==> config.mk <==
export PLATFORM = sky130hd
export DESIGN_NAME = wb_arbiter
export DESIGN_NICKNAME = d
export VERILOG_FILES = /design/src/rtl/wb_pkg.sv /design/src/rtl/wb_prio_arb.sv /design/src/rtl/wb_unit_track.sv /design/src/rtl/wb_arbiter.sv
export SDC_FILE = /design/constraint.sdc
export NUM_CORES = 1
export LEC_CHECK = 0
export BUFFER_PORTS_ARGS = -buffer_cell sky130_fd_sc_hd__buf_2
export CAP_MARGIN = 5
export CORE_ASPECT_RATIO = 1.1
export CORE_MARGIN = 2
export CORE_UTILIZATION = 40
export CTS_CLUSTER_DIAMETER = 200
export DETAILED_ROUTE_END_ITERATION = 7
export MAX_ROUTING_LAYER = met4
export PLACE_DENSITY_LB_ADDON = 0.1
export SKIP_LAST_GASP = 1
export SYNTH_ARGS = -nofsm -noshare
export SYNTH_HDL_FRONTEND = slang
export SYNTH_SLANG_ARGS = --single-unit
==> constraint.sdc <==
create_clock -name clk -period 1.95 [get_ports clk]
set_input_delay 0.0975 -clock clk [delete_from_list [all_inputs] [get_ports clk]]
set_output_delay 0.0975 -clock clk [all_outputs]
set_load 0.02 [all_outputs]
==> src/rtl/wb_pkg.sv <==
package wb_pkg;
    localparam int NUM_UNITS = 5;
    localparam int U_DIV = 0;
    localparam int U_MUL = 1;
    localparam int U_ADD = 2;
    localparam int U_MEM = 3;
    localparam int U_ALU = 4;

    typedef enum logic [1:0] {
        T_IDLE,
        T_OCCUPY,
        T_HOLD
    } trk_state_e;
endpackage

==> src/rtl/wb_prio_arb.sv <==
module wb_prio_arb #(
    parameter int N = 5
) (
    input  logic         clk,
    input  logic         rst_n,
    input  logic [N-1:0] req,
    output logic [N-1:0] gnt
);
    // lowest set bit wins: index 0 has top priority
    always_comb begin
        gnt = req & (~req + N'(1));
    end

    p_grant_onehot_r2: assert property (@(posedge clk) disable iff (!rst_n)
        $onehot0(gnt));
    p_grant_when_req_r2: assert property (@(posedge clk) disable iff (!rst_n)
        (|req) |-> (|gnt));
    p_grant_subset_r2: assert property (@(posedge clk) disable iff (!rst_n)
        (gnt & ~req) == '0);
    p_top_wins_r3: assert property (@(posedge clk) disable iff (!rst_n)
        req[0] |-> gnt[0]);
endmodule

==> src/rtl/wb_unit_track.sv <==
module wb_unit_track #(
    parameter int OCC = 1
) (
    input  logic clk,
    input  logic rst_n,
    input  logic dispatch,
    input  logic res_valid,
    input  logic grant,
    output logic stall,
    output logic busy
);
    import wb_pkg::*;

    localparam int CW = $clog2(OCC + 1);

    trk_state_e      st_q, st_d;
    logic [CW-1:0]   occ_q, occ_d;

    always_comb begin
        stall = res_valid & ~grant;
        if (dispatch)
            occ_d = CW'(OCC - 1);
        else if (occ_q != '0)
            occ_d = occ_q - CW'(1);
        else
            occ_d = occ_q;
    end

    always_comb begin
        st_d = st_q;
        unique case (st_q)
            T_IDLE: begin
                if (stall)             st_d = T_HOLD;
                else if (occ_d != '0)  st_d = T_OCCUPY;
            end
            T_OCCUPY: begin
                if (stall)             st_d = T_HOLD;
                else if (occ_d == '0)  st_d = T_IDLE;
            end
            T_HOLD: begin
                if (!stall)            st_d = (occ_d != '0) ? T_OCCUPY : T_IDLE;
            end
            default:                   st_d = T_IDLE;
        endcase
    end

    always_ff @(posedge clk or negedge rst_n) begin
        if (!rst_n) begin
            st_q  <= T_IDLE;
            occ_q <= '0;
        end else begin
            st_q  <= st_d;
            occ_q <= occ_d;
        end
    end

    always_comb begin
        unique case (st_q)
            T_IDLE:   busy = stall;
            T_OCCUPY: busy = 1'b1;
            T_HOLD:   busy = stall | (occ_q != '0);
            default:  busy = 1'b0;
        endcase
    end

    p_busy_when_stalled_r6: assert property (@(posedge clk) disable iff (!rst_n)
        stall |-> busy);
    p_occupy_after_dispatch_r7: assert property (@(posedge clk) disable iff (!rst_n)
        (dispatch && OCC > 1) |=> busy);
    p_no_dispatch_busy_r7: assert property (@(posedge clk) disable iff (!rst_n)
        busy |-> !dispatch);
endmodule

==> src/rtl/wb_arbiter.sv <==
module wb_arbiter #(
    parameter int RW      = 5,
    parameter int DW      = 32,
    parameter int OCC_DIV = 4,
    parameter int OCC_MUL = 2,
    parameter int OCC_ADD = 1,
    parameter int OCC_MEM = 1,
    parameter int OCC_ALU = 1
) (
    input  logic                          clk,
    input  logic                          rst_n,
    input  logic [wb_pkg::NUM_UNITS-1:0]  dispatch,
    input  logic [wb_pkg::NUM_UNITS-1:0]  res_valid,
    input  logic [wb_pkg::NUM_UNITS-1:0]  res_fp,
    input  logic [wb_pkg::NUM_UNITS*RW-1:0] res_dest,
    input  logic [wb_pkg::NUM_UNITS*DW-1:0] res_data,
    output logic [wb_pkg::NUM_UNITS-1:0]  res_stall,
    output logic [wb_pkg::NUM_UNITS-1:0]  unit_busy,
    output logic [wb_pkg::NUM_UNITS-1:0]  grant,
    output logic                          wr_en,
    output logic                          wr_fp,
    output logic [RW-1:0]                 wr_dest,
    output logic [DW-1:0]                 wr_data
);
    import wb_pkg::*;

    localparam int NU = NUM_UNITS;
    localparam int OCC_TAB [NU] = '{OCC_DIV, OCC_MUL, OCC_ADD, OCC_MEM, OCC_ALU};

    logic          sel_fp;
    logic [RW-1:0] sel_dest;
    logic [DW-1:0] sel_data;

    wb_prio_arb #(.N(NU)) i_arb (
        .clk   (clk),
        .rst_n (rst_n),
        .req   (res_valid),
        .gnt   (grant)
    );

    for (genvar g = 0; g < NU; g++) begin : g_unit
        wb_unit_track #(.OCC(OCC_TAB[g])) i_trk (
            .clk       (clk),
            .rst_n     (rst_n),
            .dispatch  (dispatch[g]),
            .res_valid (res_valid[g]),
            .grant     (grant[g]),
            .stall     (res_stall[g]),
            .busy      (unit_busy[g])
        );
    end

    // one-hot OR mux of the winning result
    always_comb begin
        sel_fp   = 1'b0;
        sel_dest = '0;
        sel_data = '0;
        for (int u = 0; u < NU; u++) begin
            if (grant[u]) begin
                sel_fp   = sel_fp   | res_fp[u];
                sel_dest = sel_dest | res_dest[u*RW +: RW];
                sel_data = sel_data | res_data[u*DW +: DW];
            end
        end
    end

    always_ff @(posedge clk or negedge rst_n) begin
        if (!rst_n) begin
            wr_en   <= 1'b0;
            wr_fp   <= 1'b0;
            wr_dest <= '0;
            wr_data <= '0;
        end else begin
            wr_en <= |grant;
            if (|grant) begin
                wr_fp   <= sel_fp;
                wr_dest <= sel_dest;
                wr_data <= sel_data;
            end
        end
    end

    p_write_follows_grant_r5: assert property (@(posedge clk) disable iff (!rst_n)
        (|grant) |=> wr_en);
    p_no_write_idle_r5: assert property (@(posedge clk) disable iff (!rst_n)
        !(|grant) |=> !wr_en);
    p_stall_loser_r4: assert property (@(posedge clk) disable iff (!rst_n)
        (res_stall & grant) == '0);
endmodule

==> metrics.txt <==
IO Pins 256; initial antenna violation count 1; DRT antenna net count 0; Hold Vio Cnt, Final 0; Rows 37; vias per inst 5.358; gr ovfl total 0; Die Height 105.6 um; crit end category output pin; Setup CP Type primary input to output pin; clock root buffer clkbuf_8; sequential area share after synthesis 35.32%; Initial DRC Count 180; Slew HR 51.96%; HPWL after DPL 9287 um; # DRC 0; largest net degree at the start of global routing 82; Port Buffers 251; pwr/cell area 555.9 nW/um^2; clk_lat worst skew 300 ps; routed wire length per instance 15.82 um; worst-case clock skew 3.089 ps; status finished clean; GRT Total Usage 24.71%; fin util 54.84%; Multi-input gate area 1976 sq um; CTS tree yes; Worst VDD drop 0.2888 mV; fillers 919; most common cell after layout, fill and taps aside buf_2; Post-synth EDFFs 0; met1 global-route usage 27.67%; WL final 12,560 um; maximum clock rate 623.1 MHz; Fin Setup TNS 0 ps; max cap viols 0; Hold Crit Class primary input to flip-flop; grt peak-use layer met2; nets 879; DIE AREA 10,180 sq um; clock-pin slew on the worst setup and hold paths 90 ps; Starting Density 40.55%; vias in the first global route 4,157; commonest cells after routing, fill and taps aside buf_2 (251), a21oi_1 (79), dfrtp_1 (53); met3 GRT Util 4.789%; P_leak 2.546 nW; Pre-antenna DRT Iters 4; routing usage on met2 43.90%; vias 4,254; Max H-tree Level 2; Reg area 1326 sq um; Post-Synthesis Mean Instance Area 8.163 sq um; CP Launch Type primary input; TritonCTS Buffers 5; largest area contributor in the netlist dfrtp_1; CTS Buffer Depth 2; Yosys cell types 30; die width 96.38 um; GPL Wtd Cong 0.7999; Min Clock Period, post-route 1605 ps; CTS Sinks 53; hold-critical path depth 4; Top FF cell, synth dfrtp_1; Least-Margin Pin Slew 720.6 ps; Crit Path Max Fanout 22; ranking of synthesized cells by area dfrtp_1 (35%), a21oi_1 (11%), a221oi_1 (8.9%), o22a_1 (8.9%), nand3b_1 (7.6%); worst path arrival time 1510 ps; Post-CTS Setup Inserts 0; Final Setup Violations 0; Post-Syn Instances 460; Worst Reg2Reg Path Length in Cells 5; first-pass GRT wire length 19,300 um; CORE AREA 9259 sq um; Async SR Flop Fraction 100.0%; #FFs+latches synth 53; layout cell share with drive strength beyond 1 39.94%; Critical Path RT 1850 ps; area of the mapped netlist 3755 sq um; Slew Viols, Final 0; top-area cell type share of the netlist area 35.32%; Synth Warn # 0; RSZ-0062 raised after global routing no; final worst path period share 82.30%; area growth from synthesis to layout 35.22%
flip-flops by register name (all words and copies together), names as in the netlist:
signal,count
wr_data,32
wr_fp,1
g_unit.i_trk.st_q,9
wr_dest,5
wr_en,1
g_unit.i_trk.occ_q,5
per-stage QoR:
step                worst slack [ps]  power [mW]  hold WS (ps)  cell area, sq um  std cells
global placement               280.4       2.210         119.5              4961        782
finish                         345.1       2.823         167.4              5077        794
CTS                            345.6       2.851         153.0              5075        793
detailed placement             253.4       2.229         125.1              4961        782
floorplan                      317.3       1.829        -198.1              3766        463
global route                   191.9       2.998         178.8              5077        794
final timing paths:
check / start / end / slack, ps
min: res_data[31] / wr_data[31] / 170
max reg2reg: g_unit[0].i_trk.occ_q[0] / g_unit[0].i_trk.st_q[0] / 690
min reg2reg: g_unit[4].i_trk.st_q[1] / g_unit[4].i_trk.st_q[1] / 450
min in group asynchronous: rst_n / wr_dest[1] / 320
max: res_valid[1] / unit_busy[4] / 350
max in group asynchronous: rst_n / wr_data[10] / 1050
routing by layer:
layer  part of all wire, %  vias up
met1                    40     1982
met5                     0        -
met2                    49      210
li1                      -     2039
met3                   8.4       23
met4                   2.3        0
synthesized netlist by cell type, types with 4 or more instances:
master and instances:
dfrtp_1 53, a221oi_1 38, nor2_1 44, buf_4 15
nor2b_1 39, a21oi_1 79, nand3b_1 38, clkbuf_1 38
inv_1 45, mux2i_1 4, o22a_1 38
final cells by class:
type	instances	share of cell area, %
inverter	45	3.327
clock inverter	1	0.1479
timing repair buffer	264	27.06
multi-input combinational	306	38.91
clock buffer	7	1.503
tap	117	2.883
sequential	53	26.12
antenna	1	0.04929
report_power, final:
group          internal [mW]  leakage, nW  switching [mW]
Combinational          0.417         1.90           0.525
Sequential              1.21        0.611          0.0588
Clock                  0.255       0.0385           0.361
Total                   1.88         2.55           0.944
what timing repair did:
item	4_1_cts	5_1_grt
endpoints found under the hold margin	25	0
hold buffers	3	0
resized for setup	0	0
cells by family (layout without fill, tap and decap cells):
logic type / Yosys count / in the layout / synth area share, %
AND/OR/NAND/NOR: 132 / 132 / 20.46
flip-flops: 53 / 53 / 35.32
other: 1 / 5 / 0.09987
multiplexers: 5 / 5 / 1.366
AO/OA/AOI/OAI: 162 / 162 / 29.46
XOR/XNOR: 1 / 1 / 0.2333
adder cells (fa/ha/maj): 2 / 2 / 0.6663
buffers and inverters: 104 / 317 / 12.40
critical path, cell delays in order:
cell     delay [ps]
buf_2           100
or3_2           500
buf_4           230
o21ai_0         280
mux2i_1         110
buf_2           170
No activity file was read; power rests on OpenSTA's default activity.
